--- config.mk ---
export PLATFORM = sky130hd
export DESIGN_NAME = vsum_tree_seq
export DESIGN_NICKNAME = d
export VERILOG_FILES = /design/src/rtl/vsum_pkg.sv /design/src/rtl/vsum_addr_gen.sv /design/src/rtl/vsum_lanes.sv /design/src/rtl/vsum_tree_seq.sv
export SDC_FILE = /design/constraint.sdc
export NUM_CORES = 2
export LEC_CHECK = 0
export BUFFER_PORTS_ARGS = -buffer_cell sky130_fd_sc_hd__buf_2
export CAP_MARGIN = 20
export CORE_MARGIN = 2
export CORE_UTILIZATION = 30
export DETAILED_ROUTE_END_ITERATION = 8
export PLACE_DENSITY = 0.57
export SYNTH_ARGS = -nofsm -noshare
export SYNTH_HDL_FRONTEND = slang
export SYNTH_SLANG_ARGS = --single-unit
--- constraint.sdc ---
create_clock -name clk -period 6.38 [get_ports clk]
set_input_delay 0.319 -clock clk [delete_from_list [all_inputs] [get_ports clk]]
set_output_delay 0.319 -clock clk [all_outputs]
set_load 0.05 [all_outputs]
--- src/rtl/vsum_pkg.sv ---
package vsum_pkg;

    typedef enum logic [2:0] {
        ST_IDLE,
        ST_LOAD,
        ST_DRAIN,
        ST_FOLD,
        ST_DONE
    } seq_state_t;

    function automatic bit is_pow2(input int unsigned v);
        return (v >= 2) && ((v & (v - 1)) == 0);
    endfunction

endpackage

--- src/rtl/vsum_addr_gen.sv ---
module vsum_addr_gen #(
    parameter int CNT_W = 7,
    parameter int LANES = 8,
    localparam int LW   = $clog2(LANES)
) (
    input  logic             clk,
    input  logic             rst,
    input  logic             load,
    input  logic [CNT_W-1:0] n_in,
    input  logic             step,
    output logic [CNT_W-1:0] idx,
    output logic [LW-1:0]    lane,
    output logic             last
);
    logic [CNT_W-1:0] n_q;
    logic [CNT_W-1:0] idx_q;
    logic [LW-1:0]    lane_q;
    logic [LW:0]      len_q;
    logic [LW:0]      first_len;
    logic [LW:0]      len_m1;
    logic [LW-1:0]    rem;

    assign rem       = n_in[LW-1:0];
    assign first_len = (rem == '0) ? (LW+1)'(LANES) : {1'b0, rem};
    assign len_m1    = len_q - (LW+1)'(1);

    always_ff @(posedge clk) begin
        if (rst) begin
            n_q    <= '0;
            idx_q  <= '0;
            lane_q <= '0;
            len_q  <= (LW+1)'(LANES);
        end else if (load) begin
            n_q    <= n_in;
            idx_q  <= '0;
            lane_q <= '0;
            len_q  <= first_len;
        end else if (step) begin
            idx_q <= idx_q + CNT_W'(1);
            if ({1'b0, lane_q} == len_m1) begin
                lane_q <= '0;
                len_q  <= (LW+1)'(LANES);
            end else begin
                lane_q <= lane_q + LW'(1);
            end
        end
    end

    assign idx  = idx_q;
    assign lane = lane_q;
    assign last = (idx_q == n_q - CNT_W'(1));


    lane_in_chunk_chk: assert property (@(posedge clk) disable iff (rst)
        step |-> ({1'b0, lane_q} < len_q));

endmodule

--- src/rtl/vsum_lanes.sv ---
module vsum_lanes #(
    parameter int DATA_W = 32,
    parameter int LANES  = 8,
    localparam int LW    = $clog2(LANES)
) (
    input  logic              clk,
    input  logic              rst,
    input  logic              clr,
    input  logic              acc_en,
    input  logic [LW-1:0]     acc_lane,
    input  logic [DATA_W-1:0] acc_data,
    input  logic              fold_en,
    input  logic [LW-1:0]     fold_half,
    output logic [DATA_W-1:0] sum0
);
    logic [DATA_W-1:0] part [LANES];

    for (genvar j = 0; j < LANES; j++) begin : g_lane
        logic [LW-1:0] src;
        assign src = LW'(j) + fold_half;

        always_ff @(posedge clk) begin
            if (rst || clr) begin
                part[j] <= '0;
            end else if (acc_en && (acc_lane == LW'(j))) begin
                part[j] <= part[j] + acc_data;
            end else if (fold_en && (LW'(j) < fold_half)) begin
                part[j] <= part[j] + part[src];
            end
        end
    end

    assign sum0 = part[0];


    clear_zero_chk: assert property (@(posedge clk) disable iff (rst)
        clr |=> (sum0 == '0));


    fold_no_acc_chk: assert property (@(posedge clk) disable iff (rst)
        fold_en |-> !acc_en);

endmodule

--- src/rtl/vsum_tree_seq.sv ---
module vsum_tree_seq
    import vsum_pkg::*;
#(
    parameter int DATA_W = 32,
    parameter int ADDR_W = 6,
    parameter int LANES  = 8,
    localparam int CNT_W = ADDR_W + 1,
    localparam int LW    = $clog2(LANES)
) (
    input  logic              clk,
    input  logic              rst,
    input  logic              start,
    input  logic [CNT_W-1:0]  n_elems,
    output logic              rd_en,
    output logic [ADDR_W-1:0] rd_addr,
    input  logic [DATA_W-1:0] rd_data,
    output logic [DATA_W-1:0] result,
    output logic              done
);
    seq_state_t      state_q;
    logic [LW-1:0]   half_q;
    logic            pend_vld_q;
    logic [LW-1:0]   pend_lane_q;
    logic            accept;
    logic            fetch;
    logic [CNT_W-1:0] idx;
    logic [LW-1:0]   lane;
    logic            last;
    logic [DATA_W-1:0] sum0;

    initial begin
        if (!is_pow2(LANES)) $error("LANES must be a power of two >= 2");
    end

    assign accept = (state_q == ST_IDLE) && start;
    assign fetch  = (state_q == ST_LOAD);

    vsum_addr_gen #(.CNT_W(CNT_W), .LANES(LANES)) u_addr (
        .clk  (clk),
        .rst  (rst),
        .load (accept),
        .n_in (n_elems),
        .step (fetch),
        .idx  (idx),
        .lane (lane),
        .last (last)
    );

    vsum_lanes #(.DATA_W(DATA_W), .LANES(LANES)) u_lanes (
        .clk       (clk),
        .rst       (rst),
        .clr       (accept),
        .acc_en    (pend_vld_q),
        .acc_lane  (pend_lane_q),
        .acc_data  (rd_data),
        .fold_en   (state_q == ST_FOLD),
        .fold_half (half_q),
        .sum0      (sum0)
    );

    always_ff @(posedge clk) begin
        if (rst) begin
            state_q     <= ST_IDLE;
            half_q      <= '0;
            pend_vld_q  <= 1'b0;
            pend_lane_q <= '0;
        end else begin
            pend_vld_q  <= fetch;
            pend_lane_q <= lane;
            unique case (state_q)
                ST_IDLE: begin
                    if (start) begin
                        state_q <= (n_elems == '0) ? ST_DRAIN : ST_LOAD;
                    end
                end
                ST_LOAD: begin
                    if (last) state_q <= ST_DRAIN;
                end
                ST_DRAIN: begin
                    state_q <= ST_FOLD;
                    half_q  <= LW'(LANES / 2);
                end
                ST_FOLD: begin
                    if (half_q == LW'(1)) state_q <= ST_DONE;
                    else                  half_q  <= half_q >> 1;
                end
                ST_DONE: state_q <= ST_IDLE;
                default: state_q <= ST_IDLE;
            endcase
        end
    end

    assign rd_en   = fetch;
    assign rd_addr = idx[ADDR_W-1:0];
    assign result  = sum0;
    assign done    = (state_q == ST_DONE);


    done_pulse_chk: assert property (@(posedge clk) disable iff (rst)
        done |=> !done);


    addr_ascend_chk: assert property (@(posedge clk) disable iff (rst)
        (rd_en && $past(rd_en)) |-> (rd_addr == $past(rd_addr) + ADDR_W'(1)));


    first_addr_chk: assert property (@(posedge clk) disable iff (rst)
        $rose(rd_en) |-> (rd_addr == '0));


    done_quiet_chk: assert property (@(posedge clk) disable iff (rst)
        done |-> !rd_en);


    result_hold_chk: assert property (@(posedge clk) disable iff (rst)
        $past(done) && !accept |-> $stable(result));

endmodule

==> summary.txt <==
status - finished, final reports clean
Design Area, Final - 0.04479 mm²
Detailed Route WL - 147,900 µm
fin crit share - 92.38%
Clock transition at path regs - 0.06 ns
ys async rst share - 0%
Layout Nets - 4,873
initial antenna violation count - 7
Clock Latency Late Sink - 0.61 ns
routed vias/inst - 5.962
GRT Total Usage - 20.51%
post-DR wirelength/cell - 23.91 µm
post-synthesis cell area - 0.04093 mm²
flops & latches, synth - 290
Tightest Pin Transition - 1.185 ns
Ys Warns - 0
unrepaired setup endpoints after global routing - false
largest net degree at the start of global routing - 120
Worst Hold Class - in -> reg
multiplexer share of the synthesized area - 19.41%
Detailed Place HPWL - 119,600 µm
fmax - 169.7 MHz
Post-synth top flop - edfxtp_1
CTS tree - built
GP Congestion - 0.9835
Resize count post-CTS - 0
compound-gate portion of the synthesized area - 21.78%
# IOs - 82
largest family of logic cells by synthesized area - compound AO/OA/AOI/OAI gates
GR Overflow Total - 0
Final WS setup - 0.4859 ns
antenna viol nets, final - 0
crit path capture type - flop
Initial Util - 30.22%
sequential element share of the synthesized area - 20.44%
Synthesized Nets - 4,868
Post-Synth Adder-Cell Area - 14.32%
global-route wire length before repair - 219,700 µm
die width - 373.4 µm
synthesized instance count - 4,366
die area - 0.1394 mm²
standard-cell rows - 135
Port-buffer cells - 81
Final Max Slew Viols - 0
Max Used Layer - met5
minimum clock period - 5.894 ns
DP Worst Slack - 0.4914 ns
Worst VDD drop - 0.2138 mV
metal3 WL - 16,400 µm
flop2flop setup slack - 0.49 ns
Arr. time, crit path - 6.24 ns
met2 WL post-DR - 59,820 µm
routed via count - 36,867
dpl cell area - 0.04338 mm²
DRC - 0
wl on met1 - 68,360 µm
syn_area_per_cell - 9.375 µm²
Inserted Clock Buffers - 43
maxcap violations - 0
CTS Buffer Depth - 3
CTS root buf - clkbuf_16
Post-synth EDFFs - 256
Setup crit start kind - flop
Area Overhead vs Synth - 9.430%
fraction of layout cells with a size suffix above 1 - 14.74%
Setup CP Type - reg -> reg
critical path required time - 6.73 ns
H-tree depth - 2
core area - 0.1355 mm²
Sinks on Clock Net - 290
Setup Skew - 0.02053 ns
DRT iter0 DRCs - 3,685
max_slew headroom - 20.54%
die height - 373.4 µm
total iterations of the first detailed-routing run - 5
Leak Pwr - 18.42 nW
Final Hold Fails - 0
setup TNS - 0 ns
vias in the first global route - 35,527
CP max FO - 119
# setup viols final - 0
Synth Area in XOR/XNOR - 8.730%
post-synth cell types - 84
power per cell area - 195.4 mW/mm²
Post-Synth Simple-Gate Area - 12.71%
[metal layers]
metal	global-route usage, %	up-vias
met5	0	-
li1	-	16965
met1	30.62	18124
met4	4.820	6
met2	29.24	1648
met3	5.141	124
[layout by cell type, fill, tap and decap left out, types with 14 or more instances in the layout]
master and count:
nand2b_1 66, o21bai_1 48, nor3_1 65, clkbuf_16 45, a21oi_1 352, edfxtp_1 256
dfxtp_1 28, inv_1 102, o211ai_1 17, mux2_2 121, nor2b_1 62, xor2_1 200
a22o_1 14, and2_1 17, nand2_1 458, a31oi_1 40, and3_1 29, nor4_1 17
o31ai_1 26, o21ai_1 15, buf_2 82, a211oi_1 43, fa_1 14, o21ai_0 246
o32ai_1 17, ha_1 444, a21o_1 230, or2_2 21, nand4_1 32, o21a_1 55
nand3_1 71, a211o_1 14, o22ai_1 151, xnor2_1 205, mux4_2 287, nor2_1 230
buf_4 43
[sequential cells by signal, indices dropped and copies added (netlist names), named ones only]
name	cells
pend_vld_q	1
u_addr.n_q	7
half_q	3
state_q	3
pend_lane_q	3
u_addr.idx	7
u_addr.len_q	4
u_addr.lane	3
u_lanes.part	256
[cells by family after synthesis]
| group | after synthesis |
|---|---|
| AO/OA/AOI/OAI | 1389 |
| XOR/XNOR | 408 |
| adder cells (fa/ha/maj) | 460 |
| buffers and inverters | 278 |
| flip-flops | 290 |
| multiplexers | 420 |
| AND/OR/NAND/NOR | 1121 |
[power breakdown]
group / switching [mW] / internal, mW / total [mW] / leakage, nW
clock network: 0.994 / 1.40 / 2.39 / 0.648
registers: 0.423 / 2.24 / 2.66 / 3.05
logic: 2.12 / 1.58 / 3.70 / 14.7
total: 3.54 / 5.21 / 8.75 / 18.4
[synthesized netlist by cell type, types with 21 or more instances]
master / instances / area (µm²)
nand2_1: 461 / 1730
ha_1: 446 / 5580
a21oi_1: 352 / 1762
mux4_2: 287 / 6464
edfxtp_1: 256 / 7687
o21ai_0: 248 / 1241
a21o_1: 230 / 1727
nor2_1: 230 / 863.3
xnor2_1: 207 / 1813
xor2_1: 201 / 1760
o22ai_1: 151 / 944.7
clkbuf_1: 133 / 499.2
mux2_2: 121 / 1363
inv_1: 102 / 382.9
nand3_1: 71 / 355.3
nand2b_1: 67 / 419.2
nor3_1: 66 / 330.3
nor2b_1: 62 / 387.9
o21a_1: 55 / 412.9
o21bai_1: 48 / 360.4
a211oi_1: 43 / 322.8
a31oi_1: 40 / 250.2
buf_1: 36 / 135.1
dfxtp_1: 34 / 680.7
nand4_1: 32 / 200.2
and3_1: 29 / 181.4
o31ai_1: 26 / 195.2
or2_2: 21 / 131.4
[per-stage QoR]
step                      cells  utilization, %  hold WS (ns)  total power, mW
after floorplan            4366               -        0.3906            5.248
after global placement     6098           32.02        0.4660            6.251
after detailed placement   6099           32.02        0.4697            6.279
after CTS                  6182           33.05        0.1452            8.709
after global routing       6183           33.06        0.1818            9.216
final                      6184           33.07        0.1731            8.752
[critical path, cell delays in order (launching register included)]
cell and delay [ns]:
dfxtp_4 0.36, buf_12 0.50, buf_4 0.93, mux4_2 0.61, mux2_2 0.28, ha_1 0.34, a21oi_1 0.15, nor2b_1 0.08
o41ai_1 0.44, a31oi_1 0.30, a221oi_1 0.56, o221ai_1 0.19, a21oi_1 0.20, xnor2_1 0.14, o22ai_1 0.09, a211o_1 0.25
[path summary, 6_finish.rpt]
kind	start	to	cells after the start
setup / recovery	half_q[0]	u_lanes.part[2][31]	15
hold / removal	rst	u_addr.n_q[4]	2
setup reg to reg	half_q[0]	u_lanes.part[2][31]	15
hold reg to reg	u_addr.n_q[6]	u_addr.n_q[6]	2
[area by class of cell]
type / count / area, µm²
fill: 13863 / 90670
multi-input combinational: 3798 / 31600
sequential: 290 / 8386
tap: 1781 / 2228
clock buffer: 56 / 1167
timing repair buffer: 135 / 858.3
inverter: 103 / 387.9
clock inverter: 20 / 160.2
antenna: 1 / 2.502
[what timing repair did]
| item | in CTS | in global routing |
|---|---|---|
| hold buffers | 7 | 0 |
| setup buffers | 0 | 0 |
| endpoints found under the hold margin | 10 | 0 |
Power figures use the tool's default switching activity.
